[src/rtl/bkpt_pkg.sv]
package bkpt_pkg;
  typedef enum logic [1:0] {
    QUAL_OFF = 2'b00,
    QUAL_WR  = 2'b01,
    QUAL_RD  = 2'b10,
    QUAL_ANY = 2'b11
  } qual_e;

  localparam logic [1:0] SEL_REF0 = 2'd0;
  localparam logic [1:0] SEL_MODE0 = 2'd1;
  localparam logic [1:0] SEL_REF1 = 2'd2;
  localparam logic [1:0] SEL_CTL1 = 2'd3;

  typedef struct packed {
    logic en;
    logic inv;
    logic spare;
  } ctl1_t;
endpackage

[src/rtl/bkpt_regs.sv]
module bkpt_regs
  import bkpt_pkg::*;
#(
  parameter int ADDR_W = 16
) (
  input  logic              clk_i,
  input  logic              rst_ni,
  input  logic              we_i,
  input  logic [1:0]        sel_i,
  input  logic [15:0]       wdata_i,
  output logic [15:0]       rdata_o,
  output logic [ADDR_W-1:0] ref0_o,
  output qual_e             mode0_o,
  output logic [ADDR_W-1:0] ref1_o,
  output ctl1_t             ctl1_o
);
  localparam int CTL1_W = $bits(ctl1_t);

  always_ff @(posedge clk_i or negedge rst_ni) begin
    if (!rst_ni) begin
      ref0_o  <= '0;
      mode0_o <= QUAL_OFF;
      ref1_o  <= '0;
      ctl1_o  <= '0;
    end else if (we_i) begin
      unique case (sel_i)
        SEL_REF0:  ref0_o  <= wdata_i[ADDR_W-1:0];
        SEL_MODE0: mode0_o <= qual_e'(wdata_i[1:0]);
        SEL_REF1:  ref1_o  <= wdata_i[ADDR_W-1:0];
        default:   ctl1_o  <= ctl1_t'(wdata_i[CTL1_W-1:0]);
      endcase
    end
  end

  always_comb begin
    unique case (sel_i)
      SEL_REF0:  rdata_o = 16'(ref0_o);
      SEL_MODE0: rdata_o = 16'(mode0_o);
      SEL_REF1:  rdata_o = 16'(ref1_o);
      default:   rdata_o = 16'(ctl1_o);
    endcase
  end

  assert_mode_reset_R7: assert property (@(posedge clk_i)
    $rose(rst_ni) |-> mode0_o == QUAL_OFF && !ctl1_o.en);
endmodule

[src/rtl/bkpt_cmp.sv]
module bkpt_cmp #(
  parameter int ADDR_W = 16
) (
  input  logic [ADDR_W-1:0] addr_i,
  input  logic [ADDR_W-1:0] ref_i,
  input  logic              rd_i,
  input  logic              wr_i,
  input  logic              take_rd_i,
  input  logic              take_wr_i,
  input  logic              invert_i,
  output logic              hit_o
);
  logic eq, strobe;

  assign eq     = (addr_i == ref_i);
  assign strobe = (rd_i & take_rd_i) | (wr_i & take_wr_i);
  // inversion applies only to qualified bus cycles
  assign hit_o  = strobe & (eq ^ invert_i);

  always_comb begin
    if (!rd_i && !wr_i) assert_idle_R11: assert (!hit_o);
  end
endmodule

[src/rtl/bkpt_unit.sv]
module bkpt_unit
  import bkpt_pkg::*;
#(
  parameter int ADDR_W = 16
) (
  input  logic              clk_i,
  input  logic              rst_ni,
  input  logic              reg_we_i,
  input  logic [1:0]        reg_sel_i,
  input  logic [15:0]       reg_wdata_i,
  output logic [15:0]       reg_rdata_o,
  input  logic [ADDR_W-1:0] bus_addr_i,
  input  logic              bus_rd_i,
  input  logic              bus_wr_i,
  output logic              hit0_o,
  output logic              hit1_o,
  output logic              bkpt_req_o
);
  logic [ADDR_W-1:0] ref0, ref1;
  qual_e             mode0;
  ctl1_t             ctl1;
  logic              hit0_d, hit1_d;

  bkpt_regs #(.ADDR_W(ADDR_W)) u_regs (
    .clk_i   (clk_i),
    .rst_ni  (rst_ni),
    .we_i    (reg_we_i),
    .sel_i   (reg_sel_i),
    .wdata_i (reg_wdata_i),
    .rdata_o (reg_rdata_o),
    .ref0_o  (ref0),
    .mode0_o (mode0),
    .ref1_o  (ref1),
    .ctl1_o  (ctl1)
  );

  bkpt_cmp #(.ADDR_W(ADDR_W)) u_cmp0 (
    .addr_i    (bus_addr_i),
    .ref_i     (ref0),
    .rd_i      (bus_rd_i),
    .wr_i      (bus_wr_i),
    .take_rd_i (mode0[1]),
    .take_wr_i (mode0[0]),
    .invert_i  (1'b0),
    .hit_o     (hit0_d)
  );

  bkpt_cmp #(.ADDR_W(ADDR_W)) u_cmp1 (
    .addr_i    (bus_addr_i),
    .ref_i     (ref1),
    .rd_i      (bus_rd_i),
    .wr_i      (bus_wr_i),
    .take_rd_i (ctl1.en),
    .take_wr_i (ctl1.en),
    .invert_i  (ctl1.inv),
    .hit_o     (hit1_d)
  );

  always_ff @(posedge clk_i or negedge rst_ni) begin
    if (!rst_ni) begin
      hit0_o     <= 1'b0;
      hit1_o     <= 1'b0;
      bkpt_req_o <= 1'b0;
    end else begin
      hit0_o     <= hit0_d;
      hit1_o     <= hit1_d;
      bkpt_req_o <= hit0_d | hit1_d;
    end
  end

  assert_off_quiet_R1: assert property (@(posedge clk_i) disable iff (!rst_ni)
    mode0 == QUAL_OFF |=> !hit0_o);
  assert_wr_only_R2: assert property (@(posedge clk_i) disable iff (!rst_ni)
    mode0 == QUAL_WR && !bus_wr_i |=> !hit0_o);
  assert_rd_only_R3: assert property (@(posedge clk_i) disable iff (!rst_ni)
    mode0 == QUAL_RD && !bus_rd_i |=> !hit0_o);
  assert_any_R4: assert property (@(posedge clk_i) disable iff (!rst_ni)
    mode0 == QUAL_ANY && (bus_rd_i || bus_wr_i) && bus_addr_i == ref0 |=> hit0_o);
  assert_exact_R5: assert property (@(posedge clk_i) disable iff (!rst_ni)
    bus_addr_i != ref0 |=> !hit0_o);
  assert_en_off_R8: assert property (@(posedge clk_i) disable iff (!rst_ni)
    !ctl1.en |=> !hit1_o);
  assert_no_strobe_R11: assert property (@(posedge clk_i) disable iff (!rst_ni)
    !bus_rd_i && !bus_wr_i |=> !hit0_o && !hit1_o);
  assert_req_sum_R12: assert property (@(posedge clk_i) disable iff (!rst_ni)
    bkpt_req_o == (hit0_o | hit1_o));
  assert_rsvd_zero_R10: assert property (@(posedge clk_i) disable iff (!rst_ni)
    reg_sel_i == SEL_CTL1 |-> reg_rdata_o[15:3] == '0);
endmodule

[config.mk]
export PLATFORM = sky130hd
export DESIGN_NAME = bkpt_unit
export DESIGN_NICKNAME = d
export VERILOG_FILES = /design/src/rtl/bkpt_pkg.sv /design/src/rtl/bkpt_regs.sv /design/src/rtl/bkpt_cmp.sv /design/src/rtl/bkpt_unit.sv
export SDC_FILE = /design/constraint.sdc
export NUM_CORES = 1
export LEC_CHECK = 0
export CORE_AREA = 4 4 67 69
export CTS_CLUSTER_DIAMETER = 30
export DETAILED_ROUTE_END_ITERATION = 6
export DIE_AREA = 0 0 71 73
export DONT_BUFFER_PORTS = 1
export PLACE_DENSITY = 0.72
export SYNTH_ARGS = -nofsm -noshare
export SYNTH_HDL_FRONTEND = slang
export SYNTH_SLANG_ARGS = --single-unit
[constraint.sdc]
create_clock -name clk_i -period 1.5 [get_ports clk_i]
set_input_delay 0.15 -clock clk_i [delete_from_list [all_inputs] [get_ports clk_i]]
set_output_delay 0.15 -clock clk_i [all_outputs]
set_load 0.01 [all_outputs]
==> results of run 1 <==
cell type report:
class,count,area share [%]
timing repair buffer,19,7.67
multi-input combinational,120,45.1
sequential,40,40.9
clock buffer,6,3.37
clock inverter,2,0.409
tap,50,2.56
per-layer routing:
| layer | part of all wire [%] | track usage, % | up-vias |
|---|---|---|---|
| met5 | 0 | 0 | - |
| met3 | 8.8 | 7.16 | 6 |
| met4 | 1.1 | 6.26 | 0 |
| met2 | 49 | 33.0 | 57 |
| met1 | 41 | 23.6 | 683 |
| li1 | - | - | 626 |
through the flow:
stage	cell area [sq um]	utilization [%]
CTS	2420	61.9
detailed placement	2180	55.8
global route	2450	62.5
global placement	2180	55.8
floorplan	2110	-
finish	2450	62.5
what timing repair did:
action / 4_1_cts / 5_1_grt
hold buffers: 13 / 1
hold endpoints to repair: 56 / 1
pin swaps: 1 / 8
setup endpoints to repair: 1 / 2
gates resized for setup: 1 / 2
critical path, stage by stage (launching register included):
cell and delay [ps]:
dfrtp_1 410, xnor2_1 160, nand4_1 160, nor4_2 340
xnor2_1 190, o21bai_1 80
synthesized netlist by cell type (2+ instances only):
cell type  count
xnor2_1       30
mux2_2        38
xor2_1         3
nor4_1         2
nand3b_1       2
nand4_1        6
mux2i_1       13
mux4_2         2
buf_2          4
dfrtp_1       40
nor2_1        15
nand3_1        3
power breakdown:
| group | leakage [uW] | switching (uW) | internal, uW | total [uW] |
|---|---|---|---|---|
| logic | 0.000467 | 269 | 413 | 682 |
| clock network | 0.0000510 | 363 | 367 | 729 |
| registers | 0.000478 | 182 | 1280 | 1460 |
| total | 0.000996 | 814 | 2060 | 2870 |
cell families (layout without fill, tap and decap cells):
kind of cell,Yosys count,in the layout,share of synthesized area [%]
DFF,40,40,47.3
AOI/OAI and AO/OA,4,4,1.36
xor gates and xnor gates,33,33,13.7
muxes,53,53,28.5
and+or+nand+nor,30,30,7.63
buffers and inverters,6,27,1.48
sequential cells by signal, indices dropped and copies added (netlist names):
name,cells
u_regs.ctl1_o,3
hit0_o,1
u_regs.ref1_o,16
bkpt_req_o,1
hit1_o,1
u_regs.mode0_o,2
u_regs.ref0_o,16
layout by cell type, fill, tap and decap left out, drive strengths merged:
master / netlist / routed
a22o: 1 / 1
a22oi: 1 / 1
buf: 5 / 6
clkbuf: 1 / 6
clkinv: 0 / 2
dfrtp: 40 / 40
dlygate4sd3: 0 / 13
mux2: 38 / 38
mux2i: 13 / 13
mux4: 2 / 2
nand3: 3 / 3
nand3b: 2 / 2
nand4: 6 / 6
nor2: 15 / 15
nor3b: 1 / 1
nor4: 3 / 3
o21ai: 1 / 1
o21bai: 1 / 1
xnor2: 30 / 30
xor2: 3 / 3
worst min-delay path by stage:
stage | start | endpoint | slack, ps
6_report | reg_wdata_i[0] | u_regs.ref1_o[0] | 3
3_5_place_dp | rst_ni | u_regs.ctl1_o[2] | -140
4_1_cts | reg_wdata_i[0] | u_regs.mode0_o[0] | 0.7
3_3_place_gp | rst_ni | u_regs.ctl1_o[2] | -140
2_1_floorplan | rst_ni | bkpt_req_o | -150
5_1_grt | reg_wdata_i[12] | u_regs.ref0_o[12] | 0.7
==> summary.md, run 1 <==
| Metric | Value |
|---|---|
| Slew Viols, Final | 0 |
| Worst min-delay path class | input pin to flip-flop |
| Worst R2R Start | u_regs.ref1_o[2] |
| Reg-to-reg slack, setup | 40 ps |
| Critical path endpoint | bkpt_req_o |
| Via Count | roughly 1,400 |
| Drt total wl | 4660 um |
| Sequential area share after synthesis | 47.3% |
| Crit path launch | u_regs.ref1_o[2] |
| FP Rows | 23 |
| Ports | 58 |
| Final WS setup | 37.4 ps |
| LEAKAGE | ~0.001 uW |
| Clock sink total | 40 |
| WHS Path Cells | 1 |
| R2R Path End | bkpt_req_o |
| Yosys top cell by area | dfrtp_1 |
| Initial Utilization | 54.0% |
| Outcome | complete, no violations |
| Vias in the first global route | 1,557 |
| Worst EP required | 1670 ps |
| Cts bufs inserted | 5 |
| Tightest Pin Transition | 289 ps |
| Routability-driven placement congestion ratio | ~0.77 |
| Post-synth top flop | dfrtp_1 |
| Avg Synthesized Cell Area | between 10 and 15 sq um |
| CTS tree | built |
| Post-synth EDFFs | 0 |
| FILL cells | 347 |
| Asr flop ratio synth | 100% |
| Crit end category | flip-flop |
| All-layer global routing usage | 19.6% |
| Reg clk slew, reported paths | 80 ps |
| # Post-CTS Setup Buffers | 0 |
| I/O Buffers | 0 |
| # DRC | 0 |
| Iter 0 DRT Violations | 143 |
| Mapped Cells | roughly 170 |
| Die width | a little over 70 um |
| Clock Path Buffers | 2 |
| Top cells by area, synth | dfrtp_1, mux2_2, xnor2_1 |
| P per Cell Area | 1170 nW/um^2 |
| Setup repair after global routing missed its margin | yes |
| Critical path class | flip-flop to flip-flop |
| Unique cell type count in the Yosys netlist | 20 |
| Via density | 5.79 |
| Flop and latch count out of synthesis | 40 |
| Synth warn | 0 |
| Arr. time, crit path | between 1500 and 2000 ps |
| Maximum fanout along the worst path | 3 |
| Peak VDD IR | 0.571 mV |
| Routed len/inst | 19.6 um |
| Rel. slew slack | 80.5% |
| R2R depth | 5 |
| Final setup fails | 0 |
| Die area | 5180 sq um |
| Net count after synthesis | 205 |
| Initial antenna violation count | 0 |
| FF/Latch Area | ~1000 sq um |
| Final net count | around 230 |
| Placed cells | 215 |
| TNS Setup | 0 ps |
| Grt total ovfl | 0 |
| Worst clock skew | slightly below 10 ps |
| FMAX | 0.684 GHz |
| Share of layout cells above drive strength 1 | 31.6% |
| HPWL Detailed | 3450 um |
| Top-area cell type share of the netlist area | 47.3% |
| Fin cells | 237 |
| DR pass1 iterations | 4 |
| Fin Hold WS | 2.99 ps |
| ANT nets after route | 0 |
| Multi-input logic area | 1100 sq um |
| Worst-Skew Late Latency | about 300 ps |
| Die Y | 73 um |
| Pin count of the biggest net entering global routing | 41 |
| Ant diodes | 0 |
| Final period util | a little over nine tenths |
| Mapped cell area | 2110 sq um |
| Root cell of the clock tree | clkbuf_8 |
| Maxcap violations | 0 |
| Setup WS pre-CTS | -14.2 ps |
| H-tree levels | 2 |
| Startpoint Class | flip-flop |
| Syn-to-layout area delta | 15.7% |
| Tot Pwr | 2870 uW |
| Final Hold Vio Count | 0 |
| CORE AREA | 3910 sq um |
| First-pass GRT wire length | 7820 um |
| Final worst path period need | 1460 ps |
(Power assumes the default switching activity.)
==> run 2: changes to the inputs <==
--- a/config.mk
+++ b/config.mk
@@ -5,12 +5,12 @@
 export SDC_FILE = /design/constraint.sdc
 export NUM_CORES = 1
 export LEC_CHECK = 0
-export CORE_AREA = 4 4 67 69
+export CORE_AREA = 4 4 69 71
 export CTS_CLUSTER_DIAMETER = 30
 export DETAILED_ROUTE_END_ITERATION = 6
-export DIE_AREA = 0 0 71 73
+export DIE_AREA = 0 0 73 75
 export DONT_BUFFER_PORTS = 1
-export PLACE_DENSITY = 0.72
+export PLACE_DENSITY = 0.68
 export SYNTH_ARGS = -nofsm -noshare
 export SYNTH_HDL_FRONTEND = slang
 export SYNTH_SLANG_ARGS = --single-unit
==> summary.md, run 2 (synthesis gave the netlist of run 1 again) <==
| Metric | Value |
|---|---|
| Outcome | complete, no violations |
| Grt total ovfl | 0 (unchanged) |
| FP Rows | 24 (+4.3%) |
| Worst-Skew Late Latency | 280 ps (-20 ps) |
| Clock sink total | 40 (unchanged) |
| Sw Ratio | 27.9% (-0.50 points) |
| Cts bufs inserted | 5 (unchanged) |
| Routed len/inst | 19.7 um (+0.50%) |
| Iter 0 DRT Violations | 94 (-34%) |
| Syn-to-layout area delta | 11.7% |
| Via Count | 1,329 (-3.1%) |
| Power share of the combinational group | 23.0% (-0.8 points) |
| Clock power frac | 25.4% (about the same) |
| P_sw | 788 uW (-3.2%) |
| Die Y | 75 um (+2.7%) |
| Via density | 5.75 (-0.62%) |
| CTS tree | built |
| Routability-driven placement congestion ratio | 0.739 (-4.0%) |
| Pin count of the biggest net entering global routing | 41 (unchanged) |
| Startpoint Class | flip-flop |
| Critical Path, Cell by Cell | xnor2_1 -> nand4_1 -> nor4_2 -> xnor2_1 -> o21bai_1 |
| HPWL Detailed | 3380 um (-1.9%) |
| All-layer global routing usage | 17.7% (-1.9 points) |
| DR pass1 iterations | 4 (unchanged) |
| Critical path class | flip-flop to flip-flop |
| Reg-to-reg slack, setup | 70 ps (+40 ps) |
| Reg clk slew, reported paths | 70 ps (about the same) |
| # DRC | 0 (unchanged) |
| Top Registers | u_regs.ref0_o (16), u_regs.ref1_o (16), u_regs.ctl1_o (3) |
| FILL cells | 376 (+8.4%) |
| Crit end category | flip-flop |
| Sequential share of power | 51.5% (+0.7 points) |
| P per Cell Area | 1200 nW/um^2 (+2.1%) |
| Worst clock skew | 5.44 ps (-4.28 ps) |
| Final net count | 217 (-3.6%) |
| Final worst path period need | 1430 ps (-36.3 ps) |
| Final period util | 95.1% (-2.4 points) |
| Setup repair after global routing missed its margin | yes |
| Vias in the first global route | 1,443 (-7.3%) |
| Slew Viols, Final | 0 (unchanged) |
| Initial antenna violation count | 0 (unchanged) |
| Commonest non-fill, non-tap cell in the layout | dfrtp_1 |
| Rel. slew slack | 80.7% (+0.22 points) |
| Tot Pwr | 2830 uW (-1.5%) |
| CP max stage delay | 410 ps (about the same) |
| Drt total wl | 4560 um (-2.0%) |
| ANT nets after route | 0 (unchanged) |
| Hold wc startpoint | reg_wdata_i[14] |
| CORE AREA | 4230 sq um (+8.2%) |
| I/O Buffers | 0 (unchanged) |
| Share of layout cells above drive strength 1 | 30.7% (-0.82 points) |
| Hold endpoint | u_regs.ref0_o[14] |
| R2R Path End | bkpt_req_o |
| Die area | 5480 sq um (+5.6%) |
| Clock Path Buffers | 2 (unchanged) |
| Maximum fanout along the worst path | 3 (unchanged) |
| Worst min-delay path class | input pin to flip-flop |
| Internal power | 2040 uW (-0.78%) |
| LEAKAGE | 0.000946 uW (-5.0%) |
| Most frequent cells in the layout | dfrtp_1, mux2_2, xnor2_1 |
| Tightest Pin Transition | 289 ps (-0.315 ps) |
| Fin Hold WS | 11.3 ps (+8.28 ps) |
| Ant diodes | 0 (unchanged) |
| Root cell of the clock tree | clkbuf_8 |
| Post-layout util | 55.8% (-6.8 points) |
| Crit path top cell by count | xnor2_1 |
| Peak VDD IR | 0.596 mV (+4.4%) |
| WHS Path Cells | 1 (unchanged) |
| H-tree levels | 2 (unchanged) |
| First-pass GRT wire length | 7110 um (-9.2%) |
| Worst R2R Start | u_regs.ref1_o[2] |
| Maxcap violations | 0 (unchanged) |
| FMAX | 0.701 GHz (+2.5%) |
| Die width | 73 um (+2.8%) |
| Final setup fails | 0 (unchanged) |
| Ports | 58 (unchanged) |
| Arr. time, crit path | 1590 ps (-50 ps) |
| Critical path's slowest cell | dfrtp_1 |
| # Post-CTS Setup Buffers | 0 (unchanged) |
| Initial Utilization | 49.9% (-4.1 points) |
| Worst EP required | 1660 ps (about the same) |
| R2R depth | 5 (unchanged) |
| Final Hold Vio Count | 0 (unchanged) |
-- run 2: area by class of cell --
class / count / area, sq um / share of cell area, %
clock buffer: 8 / 90.1 / 3.82
multi-input combinational: 120 / 1090 / 46.4
sequential: 40 / 1000 / 42.4
tap: 52 / 65.1 / 2.76
timing repair buffer: 11 / 110 / 4.66
-- run 2: power groups by stage --
stage / Combinational, uW / Clock (uW) / Sequential [uW]
2_1_floorplan: 543 / 0 / 1430
3_3_place_gp: 601 / 0 / 1460
3_5_place_dp: 611 / 0 / 1480
4_1_cts: 647 / 748 / 1460
5_1_grt: 719 / 780 / 1480
6_report: 652 / 720 / 1460
-- run 2: worst max-delay path by stage --
stage                            from    endpoint  slack [ps]  cells past startpoint
global route         u_regs.ref1_o[4]  bkpt_req_o         -60                      5
floorplan            u_regs.ref0_o[7]  bkpt_req_o         140                      5
CTS                 u_regs.ref1_o[10]  bkpt_req_o          30                      5
global placement    u_regs.ref1_o[10]  bkpt_req_o          30                      5
detailed placement   u_regs.ref0_o[7]  bkpt_req_o         0.6                      5
finish               u_regs.ref1_o[2]  bkpt_req_o          70                      5
-- run 2: metrics by stage --
stage	TNS (ps)	instances	setup slack, ps	area, sq um
after floorplan	0	166	139	2110
after global placement	0	216	31.8	2180
after detailed placement	0	216	0.551	2180
after CTS	0	226	34.2	2300
after global routing	-93.6	231	-58.5	2360
final	0	231	73.7	2360
-- run 2: metal layers --
layer  track usage, %  share of wire (%)  vias up
li1                 -                  -      610
met1             21.4                 39      673
met2             30.1                 53       38
met3             5.07                6.7        8
met4             6.56                1.3        0
met5                0                  0        -
-- run 2: what timing repair did --
item,in CTS,in global routing
setup endpoints to repair,1,2
resized for setup,1,1
endpoints found under the hold margin,40,5
cloned,0,0
hold buffers,2,5
pin swaps,1,6
-- run 2: critical path, delay by kind of cell, from the launching register on --
kind	cells	cell delay, ps
flops	1	410
xor+xnor	2	340
simple gates	2	480
compound gates	1	90
==> run 3: changes to the inputs <==
--- a/config.mk
+++ b/config.mk
@@ -10,6 +10,7 @@
 export DETAILED_ROUTE_END_ITERATION = 6
 export DIE_AREA = 0 0 73 75
 export DONT_BUFFER_PORTS = 1
+export MAX_ROUTING_LAYER = met4
 export PLACE_DENSITY = 0.68
 export SYNTH_ARGS = -nofsm -noshare
 export SYNTH_HDL_FRONTEND = slang
==> summary.md, run 3 (synthesis gave the netlist of run 1 again) <==
| Metric | Value |
|---|---|
| Outcome | complete, no violations |
| Final WS setup | 71.9 ps (-1.81 ps) |
| Crit-path leading delay family | simple AND/OR/NAND/NOR gates |
| FMAX | 0.700 GHz (-0.13%) |
| Worst-Skew Late Latency | 280 ps (about the same) |
| CORE AREA | 4230 sq um (unchanged) |
| Startpoint Class | flip-flop |
| Iter 0 DRT Violations | 76 (-19%) |
| Worst EP required | 1660 ps (about the same) |
| HPWL Detailed | 3380 um (unchanged) |
| Crit path top cell by count | xnor2_1 |
| Final worst path period need | 1430 ps (+1.81 ps) |
| CTS tree | built |
| First-pass GRT wire length | 7110 um (about the same) |
| Ant diodes | 0 (unchanged) |
| P per Cell Area | 1200 nW/um^2 (about the same) |
| Crit end category | flip-flop |
| Commonest non-fill, non-tap cell in the layout | dfrtp_1 |
| Ports | 58 (unchanged) |
| Setup repair after global routing missed its margin | yes |
| Final period util | 95.2% (+0.12 points) |
| Share of layout cells above drive strength 1 | 30.7% (unchanged) |
| Via Count | 1,324 (-0.38%) |
| Tightest Pin Transition | 290 ps (+1.12 ps) |
| Syn-to-layout area delta | 11.7% (unchanged) |
| Sequential share of power | 51.5% (about the same) |
| Initial antenna violation count | 0 (unchanged) |
| Drt total wl | 4540 um (-0.37%) |
| Worst min-delay path class | input pin to flip-flop |
| Peak VDD IR | 0.601 mV (+0.73%) |
| Routability-driven placement congestion ratio | 0.749 (+1.2%) |
| Final setup fails | 0 (unchanged) |
| Die width | 73 um (unchanged) |
| H-tree levels | 2 (unchanged) |
| Grt total ovfl | 0 (unchanged) |
| ANT nets after route | 0 (unchanged) |
| Maximum fanout along the worst path | 3 (unchanged) |
| All-layer global routing usage | 18.2% (+0.56 points) |
| Internal power | 2040 uW (about the same) |
| Fin Hold WS | 11.2 ps (-0.0271 ps) |
| Worst path buffer plus inverter count | 0 (unchanged) |
| Reg clk slew, reported paths | 70 ps (about the same) |
| LEAKAGE | 0.000946 uW (unchanged) |
| Clock sink total | 40 (unchanged) |
| Pin count of the biggest net entering global routing | 41 (unchanged) |
| Power share of the combinational group | 23.0% (about the same) |
| Die area | 5480 sq um (unchanged) |
| Sw Ratio | 27.9% (about the same) |
| Critical path class | flip-flop to flip-flop |
| Initial Utilization | 49.9% (unchanged) |
| Clock Path Buffers | 2 (unchanged) |
| Placed instance area | 2180 sq um (unchanged) |
| Worst clock skew | 5.33 ps (-0.106 ps) |
| Arr. time, crit path | 1590 ps (about the same) |
| Vias in the first global route | 1,441 (-0.14%) |
| Critical path's slowest cell | dfrtp_1 |
| Critical Path, Cell by Cell | xnor2_1 -> nand4_1 -> nor4_2 -> xnor2_1 -> o21bai_1 |
| Most frequent cells in the layout | dfrtp_1, mux2_2, xnor2_1 |
| Final Hold Vio Count | 0 (unchanged) |
| Die Y | 75 um (unchanged) |
| Post-layout util | 55.8% (unchanged) |
| Cell area after layout | 2360 sq um (unchanged) |
| Routed len/inst | 19.7 um (-0.37%) |
| I/O Buffers | 0 (unchanged) |
| Rel. slew slack | 80.7% (about the same) |
| FP Rows | 24 (unchanged) |
| Clock power frac | 25.5% (about the same) |
| Root cell of the clock tree | clkbuf_8 |
| CP max stage delay | 410 ps (about the same) |
| TNS Setup | 0 ps (unchanged) |
| Top Registers | u_regs.ref0_o (16), u_regs.ref1_o (16), u_regs.ctl1_o (3) |
| Cts bufs inserted | 5 (unchanged) |
| # DRC | 0 (unchanged) |
| P_sw | 789 uW (about the same) |
| DR pass1 iterations | 4 (unchanged) |
| Final net count | 217 (unchanged) |
| Setup WS pre-CTS | 0.551 ps (unchanged) |
| # Post-CTS Setup Buffers | 0 (unchanged) |
| Via density | 5.73 (-0.38%) |
| Slew Viols, Final | 0 (unchanged) |
| Maxcap violations | 0 (unchanged) |
run 3: cell counts in the layout (fill, tap and decap cells not counted):
No cell type changed its count.
run 3: routing by layer:
metal  part of all wire [%]  vias up  track usage (%)
met3                    5.9        8             4.67
met1                     40      666             21.7
li1                       -      609                -
met4                    1.3        0             6.56
met2                     53       41             30.0
met5                      0        -                -
run 3: stage by stage:
step,power [uW],cells
final,2830,231
after global routing,2980,231
after CTS,2850,226
after detailed placement,2090,216
after global placement,2060,216
after floorplan,1970,166
run 3: area by class of cell:
cell class | instances | area (sq um)
repair buffers | 11 | 110
fillers | 376 | 1870
clock buffers | 8 | 90.1
well taps | 52 | 65.1
flip-flops and latches | 40 | 1000
multi-input cells | 120 | 1090
run 3: what timing repair did:
| action | 4_1_cts | 5_1_grt |
|---|---|---|
| gates cloned | 0 | 0 |
| pin swaps | 1 | 6 |
| resized for setup | 1 | 1 |
| setup endpoints to repair | 1 | 2 |
| endpoints found under the hold margin | 40 | 5 |
| hold buffers | 2 | 5 |
run 3: worst paths after layout:
check                                  from           endpoint  slack [ps]  cells past startpoint
max in group asynchronous            rst_ni   u_regs.ref0_o[7]         970                      2
setup reg to reg           u_regs.ref1_o[2]         bkpt_req_o          70                      5
setup / recovery           u_regs.ref1_o[2]         bkpt_req_o          70                      5
hold / removal              reg_wdata_i[14]  u_regs.ref0_o[14]          10                      1
hold reg to reg            u_regs.ctl1_o[0]   u_regs.ctl1_o[0]         530                      1
min in group asynchronous            rst_ni  u_regs.mode0_o[1]         320                      2
run 3: power by group through the flow:
stage               combinational [uW]  sequential [uW]  clock (uW)
floorplan                          543             1430           0
global placement                   601             1460           0
detailed placement                 611             1480           0
CTS                                647             1460         748
global route                       719             1480         780
finish                             651             1460         721
